## config.mk

```make
export PLATFORM = sky130hd
export DESIGN_NAME = cmp_ctrl_reg
export DESIGN_NICKNAME = d
export VERILOG_FILES = /design/src/rtl/cmp_ctrl_pkg.sv /design/src/rtl/cmp_sync.sv /design/src/rtl/cmp_flag.sv /design/src/rtl/cmp_ctrl_bank.sv /design/src/rtl/cmp_ctrl_reg.sv
export SDC_FILE = /design/constraint.sdc
export NUM_CORES = 1
export LEC_CHECK = 0
export BUFFER_PORTS_ARGS = -buffer_cell sky130_fd_sc_hd__buf_2
export CORE_AREA = 2 2 39 41
export DETAILED_ROUTE_END_ITERATION = 10
export DIE_AREA = 0 0 41 43
export MAX_ROUTING_LAYER = met4
export PLACE_DENSITY_LB_ADDON = 0.05
export SLEW_MARGIN = 20
export SYNTH_ARGS = -nofsm -noshare
export SYNTH_HDL_FRONTEND = slang
export SYNTH_HIERARCHICAL = 1
export SYNTH_SLANG_ARGS = --single-unit
```

## constraint.sdc

```tcl
create_clock -name clk -period 1.5 [get_ports clk]
set_input_delay 0.15 -clock clk [delete_from_list [all_inputs] [get_ports clk]]
set_output_delay 0.15 -clock clk [all_outputs]
set_load 0.05 [all_outputs]
```

## src/rtl/cmp_ctrl_pkg.sv

```systemverilog
package cmp_ctrl_pkg;
  localparam int REG_W = 8;
  localparam int B_OFF = 7;
  localparam int B_REF = 6;
  localparam int B_OUT = 5;
  localparam int B_EVT = 4;
  localparam int B_IEN = 3;
  localparam int B_MUX = 2;

  typedef enum logic [1:0] {
    MODE_ANY  = 2'b00,
    MODE_NONE = 2'b01,
    MODE_FALL = 2'b10,
    MODE_RISE = 2'b11
  } edge_mode_e;

  typedef struct packed {
    logic       off;
    logic       use_ref;
    logic       ien;
    logic       mux_en;
    edge_mode_e mode;
  } ctrl_t;

  function automatic logic edge_hit(edge_mode_e m, logic cur, logic prv);
    logic hit;
    case (m)
      MODE_ANY:  hit = cur ^ prv;
      MODE_FALL: hit = prv & ~cur;
      MODE_RISE: hit = cur & ~prv;
      default:   hit = 1'b0;
    endcase
    return hit;
  endfunction

  function automatic logic [REG_W-1:0] pack_reg(ctrl_t c, logic cout, logic evt);
    logic [REG_W-1:0] v;
    v        = '0;
    v[B_OFF] = c.off;
    v[B_REF] = c.use_ref;
    v[B_OUT] = cout;
    v[B_EVT] = evt;
    v[B_IEN] = c.ien;
    v[B_MUX] = c.mux_en;
    v[1:0]   = c.mode;
    return v;
  endfunction
endpackage

```

## src/rtl/cmp_sync.sv

```systemverilog
module cmp_sync
  import cmp_ctrl_pkg::*;
#(
  parameter int STAGES = 2
) (
  input  logic       clk,
  input  logic       rst_n,
  input  logic       raw_in,
  input  edge_mode_e mode,
  output logic       sync_out,
  output logic       prev_out,
  output logic       hit
);
  localparam int TOP = STAGES - 1;

  logic [TOP:0] chain_q;
  logic         prev_q;

  always_ff @(posedge clk) begin
    if (!rst_n) begin
      chain_q <= '0;
      prev_q  <= 1'b0;
    end else begin
      if (STAGES > 1) chain_q <= {chain_q[TOP-1:0], raw_in};
      else            chain_q <= raw_in;
      prev_q <= chain_q[TOP];
    end
  end

  assign sync_out = chain_q[TOP];
  assign prev_out = prev_q;
  assign hit      = edge_hit(mode, sync_out, prev_out);


  edge_needs_change_chk: assert property (@(posedge clk) disable iff (!rst_n)
    hit |-> (sync_out != prev_out));


  none_mode_silent_chk: assert property (@(posedge clk) disable iff (!rst_n)
    (mode == MODE_NONE) |-> !hit);
endmodule

```

## src/rtl/cmp_flag.sv

```systemverilog
module cmp_flag (
  input  logic clk,
  input  logic rst_n,
  input  logic set_evt,
  input  logic clr_sw,
  input  logic clr_ack,
  output logic flag
);
  logic flag_q;
  logic clr_any;

  assign clr_any = clr_sw | clr_ack;

  always_ff @(posedge clk) begin
    if (!rst_n)       flag_q <= 1'b0;
    else if (set_evt) flag_q <= 1'b1;
    else if (clr_any) flag_q <= 1'b0;
  end

  assign flag = flag_q;


  set_wins_chk: assert property (@(posedge clk) disable iff (!rst_n)
    set_evt |=> flag_q);


  clear_takes_chk: assert property (@(posedge clk) disable iff (!rst_n)
    (clr_any && !set_evt) |=> !flag_q);


  rise_has_cause_chk: assert property (@(posedge clk) disable iff (!rst_n)
    $rose(flag_q) |-> $past(set_evt));
endmodule

```

## src/rtl/cmp_ctrl_bank.sv

```systemverilog
module cmp_ctrl_bank
  import cmp_ctrl_pkg::*;
(
  input  logic             clk,
  input  logic             rst_n,
  input  logic             wr_en,
  input  logic [REG_W-1:0] wr_data,
  output ctrl_t            ctrl,
  output logic             clr_sw
);
  ctrl_t ctrl_q;

  always_ff @(posedge clk) begin
    if (!rst_n) begin
      ctrl_q <= '0;
    end else if (wr_en) begin
      ctrl_q.off     <= wr_data[B_OFF];
      ctrl_q.use_ref <= wr_data[B_REF];
      ctrl_q.ien     <= wr_data[B_IEN];
      ctrl_q.mux_en  <= wr_data[B_MUX];
      ctrl_q.mode    <= edge_mode_e'(wr_data[1:0]);
    end
  end

  assign ctrl   = ctrl_q;
  assign clr_sw = wr_en & wr_data[B_EVT];


  hold_without_write_chk: assert property (@(posedge clk) disable iff (!rst_n)
    !wr_en |=> $stable(ctrl_q));
endmodule

```

## src/rtl/cmp_ctrl_reg.sv

```systemverilog
module cmp_ctrl_reg
  import cmp_ctrl_pkg::*;
#(
  parameter int SYNC_STAGES = 2
) (
  input  logic       clk,
  input  logic       rst_n,
  input  logic       wr_en,
  input  logic [7:0] wr_data,
  output logic [7:0] rd_data,
  input  logic       cmp_raw,
  input  logic       adc_on,
  input  logic       gie,
  input  logic       irq_ack,
  output logic       cmp_pwr_en,
  output logic       pos_sel_ref,
  output logic       neg_sel_mux,
  output logic       irq
);
  ctrl_t ctrl;
  logic  clr_sw;
  logic  sync_out;
  logic  prev_out;
  logic  hit;
  logic  flag;

  cmp_ctrl_bank u_bank (
    .clk     (clk),
    .rst_n   (rst_n),
    .wr_en   (wr_en),
    .wr_data (wr_data),
    .ctrl    (ctrl),
    .clr_sw  (clr_sw)
  );

  cmp_sync #(.STAGES(SYNC_STAGES)) u_sync (
    .clk      (clk),
    .rst_n    (rst_n),
    .raw_in   (cmp_raw),
    .mode     (ctrl.mode),
    .sync_out (sync_out),
    .prev_out (prev_out),
    .hit      (hit)
  );

  cmp_flag u_flag (
    .clk     (clk),
    .rst_n   (rst_n),
    .set_evt (hit),
    .clr_sw  (clr_sw),
    .clr_ack (irq_ack),
    .flag    (flag)
  );

  assign rd_data     = pack_reg(ctrl, sync_out, flag);
  assign cmp_pwr_en  = ~ctrl.off;
  assign pos_sel_ref = ctrl.use_ref;
  assign neg_sel_mux = ctrl.mux_en & ~adc_on;
  assign irq         = flag & ctrl.ien & gie;


  irq_needs_gie_chk: assert property (@(posedge clk) disable iff (!rst_n)
    irq |-> (gie && rd_data[B_EVT]));


  ack_clears_chk: assert property (@(posedge clk) disable iff (!rst_n)
    (irq_ack && !hit) |=> !rd_data[B_EVT]);
endmodule

```

* Word level (Yosys, flattened, before mapping)
Index checks and enable logic that the tools add are counted.
** Word-level totals
- Flip-flop bits (word level) :: 10
- Input port bits :: 15
- Output and inout bits :: 12
- Logic and storage cells :: 27
** Operators by class
- Equal/unequal tests :: 2
- Mux-type cells :: 3
- Bitwise gates (word level) :: 12
- Reduce and logical (&&, ||, !) cells :: 2
** Operators with widths (number)
- $and 1x1->1 :: 6
- $eq 2x2->1 const B :: 2
- $not 1->1 :: 4
- $pmux 1 s3 :: 1
- $logic_not 2->1 :: 1
- $mux 1 :: 2
- $reduce_bool 2->1 :: 1
- $or 1x1->1 :: 1
- $xor 1x1->1 :: 1

* Logic depth before layout (Yosys ltp)
- Word-level depth :: 4
- Gate-level depth with buffers :: 5

* By module
The synthesis kept the hierarchy.
** Modules (own cells, without submodules)
- cmp_ctrl_bank :: instances 1, cells each 20, area each 236.5 um2
- cmp_sync :: instances 1, cells each 14, area each 148.9 um2
- cmp_flag :: instances 1, cells each 3, area each 40.0 um2
- cmp_ctrl_reg :: instances 1, cells each 6, area each 38.8 um2

* Least setup slack after synthesis
No wires, ideal clock.
- Path type :: reg-to-output
- Start :: register u_bank.ctrl_q, in the netlist u_bank/ctrl[2]
- End :: output port neg_sel_mux
- Arrival time :: 1409 ps
- Data required time :: 1350 ps
- Setup slack :: -59 ps
- Cell stages (with the launch flop) :: 2
- Buffers on the path :: 0
- Cell sequence :: dfxtp_1 > nor2b_1
** On the way
- Word-level cells in the longest chain between the ends :: 1
** RTL lines
- start: declaration :: RTL line cmp_ctrl_bank.sv:11 : ctrl_t ctrl_q;
- $and 1x1->1 :: RTL line cmp_ctrl_reg.sv:58 : assign neg_sel_mux = ctrl.mux_en & ~adc_on;
- end: declaration :: RTL line cmp_ctrl_reg.sv:17 : output logic neg_sel_mux,
Every way passes these cells.

* Worst setup path after layout
- Start :: register u_sync.chain_q[1]
- End :: register u_flag.flag_q (netlist: u_flag/flag)
** On the way
- Word-level cells in the longest chain between the ends :: 4
- Elaborated cells on any way between the ends :: 7
- Classes of those cells :: mux (2); bitwise (4); reduce/logical (1)
** RTL lines
- start: declaration :: RTL line cmp_sync.sv:16 : logic [TOP:0] chain_q;
- start signal: assignment :: RTL line cmp_sync.sv:24 : if (STAGES > 1) chain_q <= {chain_q[TOP-1:0], raw_in};
- start signal: assignment :: RTL line cmp_sync.sv:25 : else chain_q <= raw_in;
- $not 1->1 :: RTL line cmp_ctrl_pkg.sv:29 : MODE_FALL: hit = prv & ~cur;
- $and 1x1->1 :: RTL line cmp_ctrl_pkg.sv:29
- $pmux 1 s3 (*) :: RTL line cmp_ctrl_pkg.sv:27 : case (m)
- via hit :: RTL line cmp_ctrl_reg.sv:24 : logic hit;
- $mux 1 or $reduce_bool 2->1 (tied branches)
- end signal: assignment :: RTL line cmp_flag.sv:15 : if (!rst_n) flag_q <= 1'b0;
- end signal: assignment :: RTL line cmp_flag.sv:16 : else if (set_evt) flag_q <= 1'b1;
- end signal: assignment :: RTL line cmp_flag.sv:17 : else if (clr_any) flag_q <= 1'b0;
- end: declaration :: RTL line cmp_flag.sv:9 : logic flag_q;
The timed path passes the listed nets; every way through them passes the cells marked *.
A chain may end at the register's enable or synchronous reset.

==> impl_results.md <==
* Status: finished clean
* Cell Pwr Density at 995 nW/µm²
* Crit-path leading delay family: flip-flops
* Final HPWL DP at 618 µm
* Initial antenna violation count at 0
* Clk root buf: clkbuf_4
* Setup TNS at 0 ns
* Cell with the most instances after synthesis: dfxtp_1
* Sequential cell area at 200 µm²
* Placed cell areas at 578 µm²
* Yosys reg bits at 10
* Die Y-Extent at 43 µm
* Finished Layout Cells at 83
* Total CTS buffers at 3
* Seq pwr share at 48.7%
* Die area at 1760 µm²
* Clock network power share at 28.8%
* VDD IR max at 0.386 mV
* Starting density of the core at 33.5%
* Congestion Overflow GR at 0
* WP data required at 1.70 ns
* DRT Pass-1 Iters at 2
* Vias per std cell at 4.24
* Met3 Use GR at 3.14%
* Post-synth EDFFs at 0
* H-tree Lvls at 1
* Net Sw Power at 0.178 mW
* Routed WL at 769 µm
* Met1 usage at 14.8%
* CTS tree: yes
* Endpoint class of the critical path: register
* Main synth FF type: dfxtp_1
* Largest net degree at the start of global routing at 11
* Placed cells at 80
* Grt met2 use at 12.5%
* Worst Setup Start Kind: register
* FF-to-FF path depth at 5
* Post-DRT Antenna Nets at 0
* Crit path depth at 5
* Clock-pin transition on the worst setup and hold timing paths at 0.06 ns
* Cts repair resizes at 0
* Synth Cell Area at 464 µm²
* HP Class: input pin to register
* Number of port buffers at 25
* Cts hold-fix bufs at 0
* Int Pwr at 0.420 mW
* Pleak at 0.309 nW
* Post-Syn Area per Cell at 10.8 µm²
* First-pass GRT wire length at 1160 µm
* Yosys cell types at 15
* Peak fanout along the critical path at 4
* Tot Pwr at 0.598 mW
* Post-synth top cells: dfxtp_1, nor2b_1, mux2i_1
* GRT Overall Usage at 10.4%
* Design Area, Final at 601 µm²
* GPL Wtd Cong at 0.587
* Diode count at 0
* Worst slew pin tran at 0.248 ns
* Core area at 1380 µm²
* Min cycle time layout at 1.19 ns
* Post-CTS setup buffer count at 0
* Synthesized Nets at 60
* # IOs at 27
* Final core utilization at 43.4%
* Multi-input logic area at 221 µm²
* CP max stage delay at 0.37 ns
* CP Buf/Inv Count at 1
* Gate power share at 22.5%
* Max Freq at 0.840 GHz
* Worst skew pair latency at 0.25 ns
* Max Cap Violations at 0
* Gate Count Post-Synth at 43
* Num rows at 14
* Setup violations, final at 0
* Yosys warns at 6
* CP Cell Sequence: inv_1, ha_1, nor2b_1, o31ai_2, o21a_1
* Most crowded layer after global routing: met1
* Max clock buf depth at 2
* Layout Nets at 86
* Clock sinks at 10
* Share of cells above drive strength 1 at 49.3%
* Sw frac at 29.7%
* Layout Skew at 0.00334 ns
* Starting DRT DRC Count at 4
* Number of global-route vias before repair at 298
* Fin crit share at 79.3%
* Fillcell total at 143
* Area growth, synth to finish at 29.4%
* Via count at 352
* Arrival time worst endpoint at 1.39 ns
* Hold Crit Depth at 2
* Register area share after synthesis at 43.1%
* Final Max Slew Viols at 0
* Synth top area cells: dfxtp_1, mux2i_1, nor2b_1, ha_1, buf_4
* Setup CP Type: register to register
* Share of Yosys cell area claimed by the top area cell type at 43.1%
* DRC at 0
* Yosys top cell by area: dfxtp_1
* WL per Instance at 9.27 µm
* Crit path max-delay cell type: dfxtp_1
* Final Hold Fails at 0
* Slew margin rel. at 83.6%
* Ys async rst share at 0%
* Die X at 41 µm
* RSZ-0062 raised after global routing: false
-- per-layer routing --
metal | share of wire, % | wire (µm)
met3 | 7.8 | 60
met5 | 0 | 0
met2 | 47 | 364
met4 | 0 | 0
met1 | 45 | 344
-- cell usage in the layout (no fill, tap or decap), drive strengths merged --
| master | Yosys | routed |
|---|---|---|
| and2 | 4 | 4 |
| and3 | 1 | 1 |
| buf | 4 | 25 |
| clkbuf | 0 | 3 |
| dfxtp | 10 | 10 |
| ha | 2 | 2 |
| inv | 3 | 3 |
| mux2i | 6 | 6 |
| nand3 | 1 | 1 |
| nor2b | 9 | 9 |
| nor3b | 1 | 1 |
| o21a | 1 | 1 |
| o31ai | 1 | 1 |
-- final timing paths --
| check | end | slack, ns | startpoint |
|---|---|---|---|
| hold / removal | u_sync/chain_q[0]$_SDFF_PN0_ | 0.10 | cmp_raw |
| hold reg to reg | u_sync/chain_q[1]$_SDFF_PN0_ | 0.43 | u_sync/chain_q[0]$_SDFF_PN0_ |
| setup reg to reg | u_flag/flag$_SDFFE_PN0P_ | 0.31 | u_sync/chain_q[1]$_SDFF_PN0_ |
| setup / recovery | u_flag/flag$_SDFFE_PN0P_ | 0.31 | u_sync/chain_q[1]$_SDFF_PN0_ |
-- power groups by stage --
stage / clock network [mW] / logic (mW) / registers [mW]
after floorplan: 0 / 0.0734 / 0.329
after global placement: 0 / 0.137 / 0.297
after detailed placement: 0 / 0.137 / 0.297
after CTS: 0.181 / 0.137 / 0.291
after global routing: 0.194 / 0.145 / 0.293
final: 0.172 / 0.135 / 0.291
-- metrics by stage --
step                worst slack, ns  hold WS, ns
floorplan                     0.162        0.268
global placement              0.319        0.359
detailed placement            0.297        0.359
CTS                           0.284       0.0901
global route                  0.197       0.0922
finish                        0.310        0.100
-- state kept, by name, summed over array words and instances, names as in the netlist --
register and flops:
u_bank/ctrl 6, u_sync/chain_q 2, u_sync/prev_out 1, u_flag/flag 1
-- cell families (layout without fill, tap and decap cells) --
| family | after synthesis | after routing | share of synthesized area, % |
|---|---|---|---|
| buffers and inverters | 7 | 31 | 9.70 |
| muxes | 6 | 6 | 12.9 |
| adders and majority gates | 2 | 2 | 5.39 |
| AOI/OAI and AO/OA | 2 | 2 | 4.31 |
| DFF | 10 | 10 | 43.1 |
| and+or+nand+nor | 16 | 16 | 24.5 |
-- layout make-up --
type,instances,area share [%]
clock buffer,3,3.75
inverter,3,1.88
multi-input combinational,26,36.9
sequential,10,33.3
tap,16,3.33
timing repair buffer,25,20.8
Note: power is estimated with default switching activity, not from simulation.
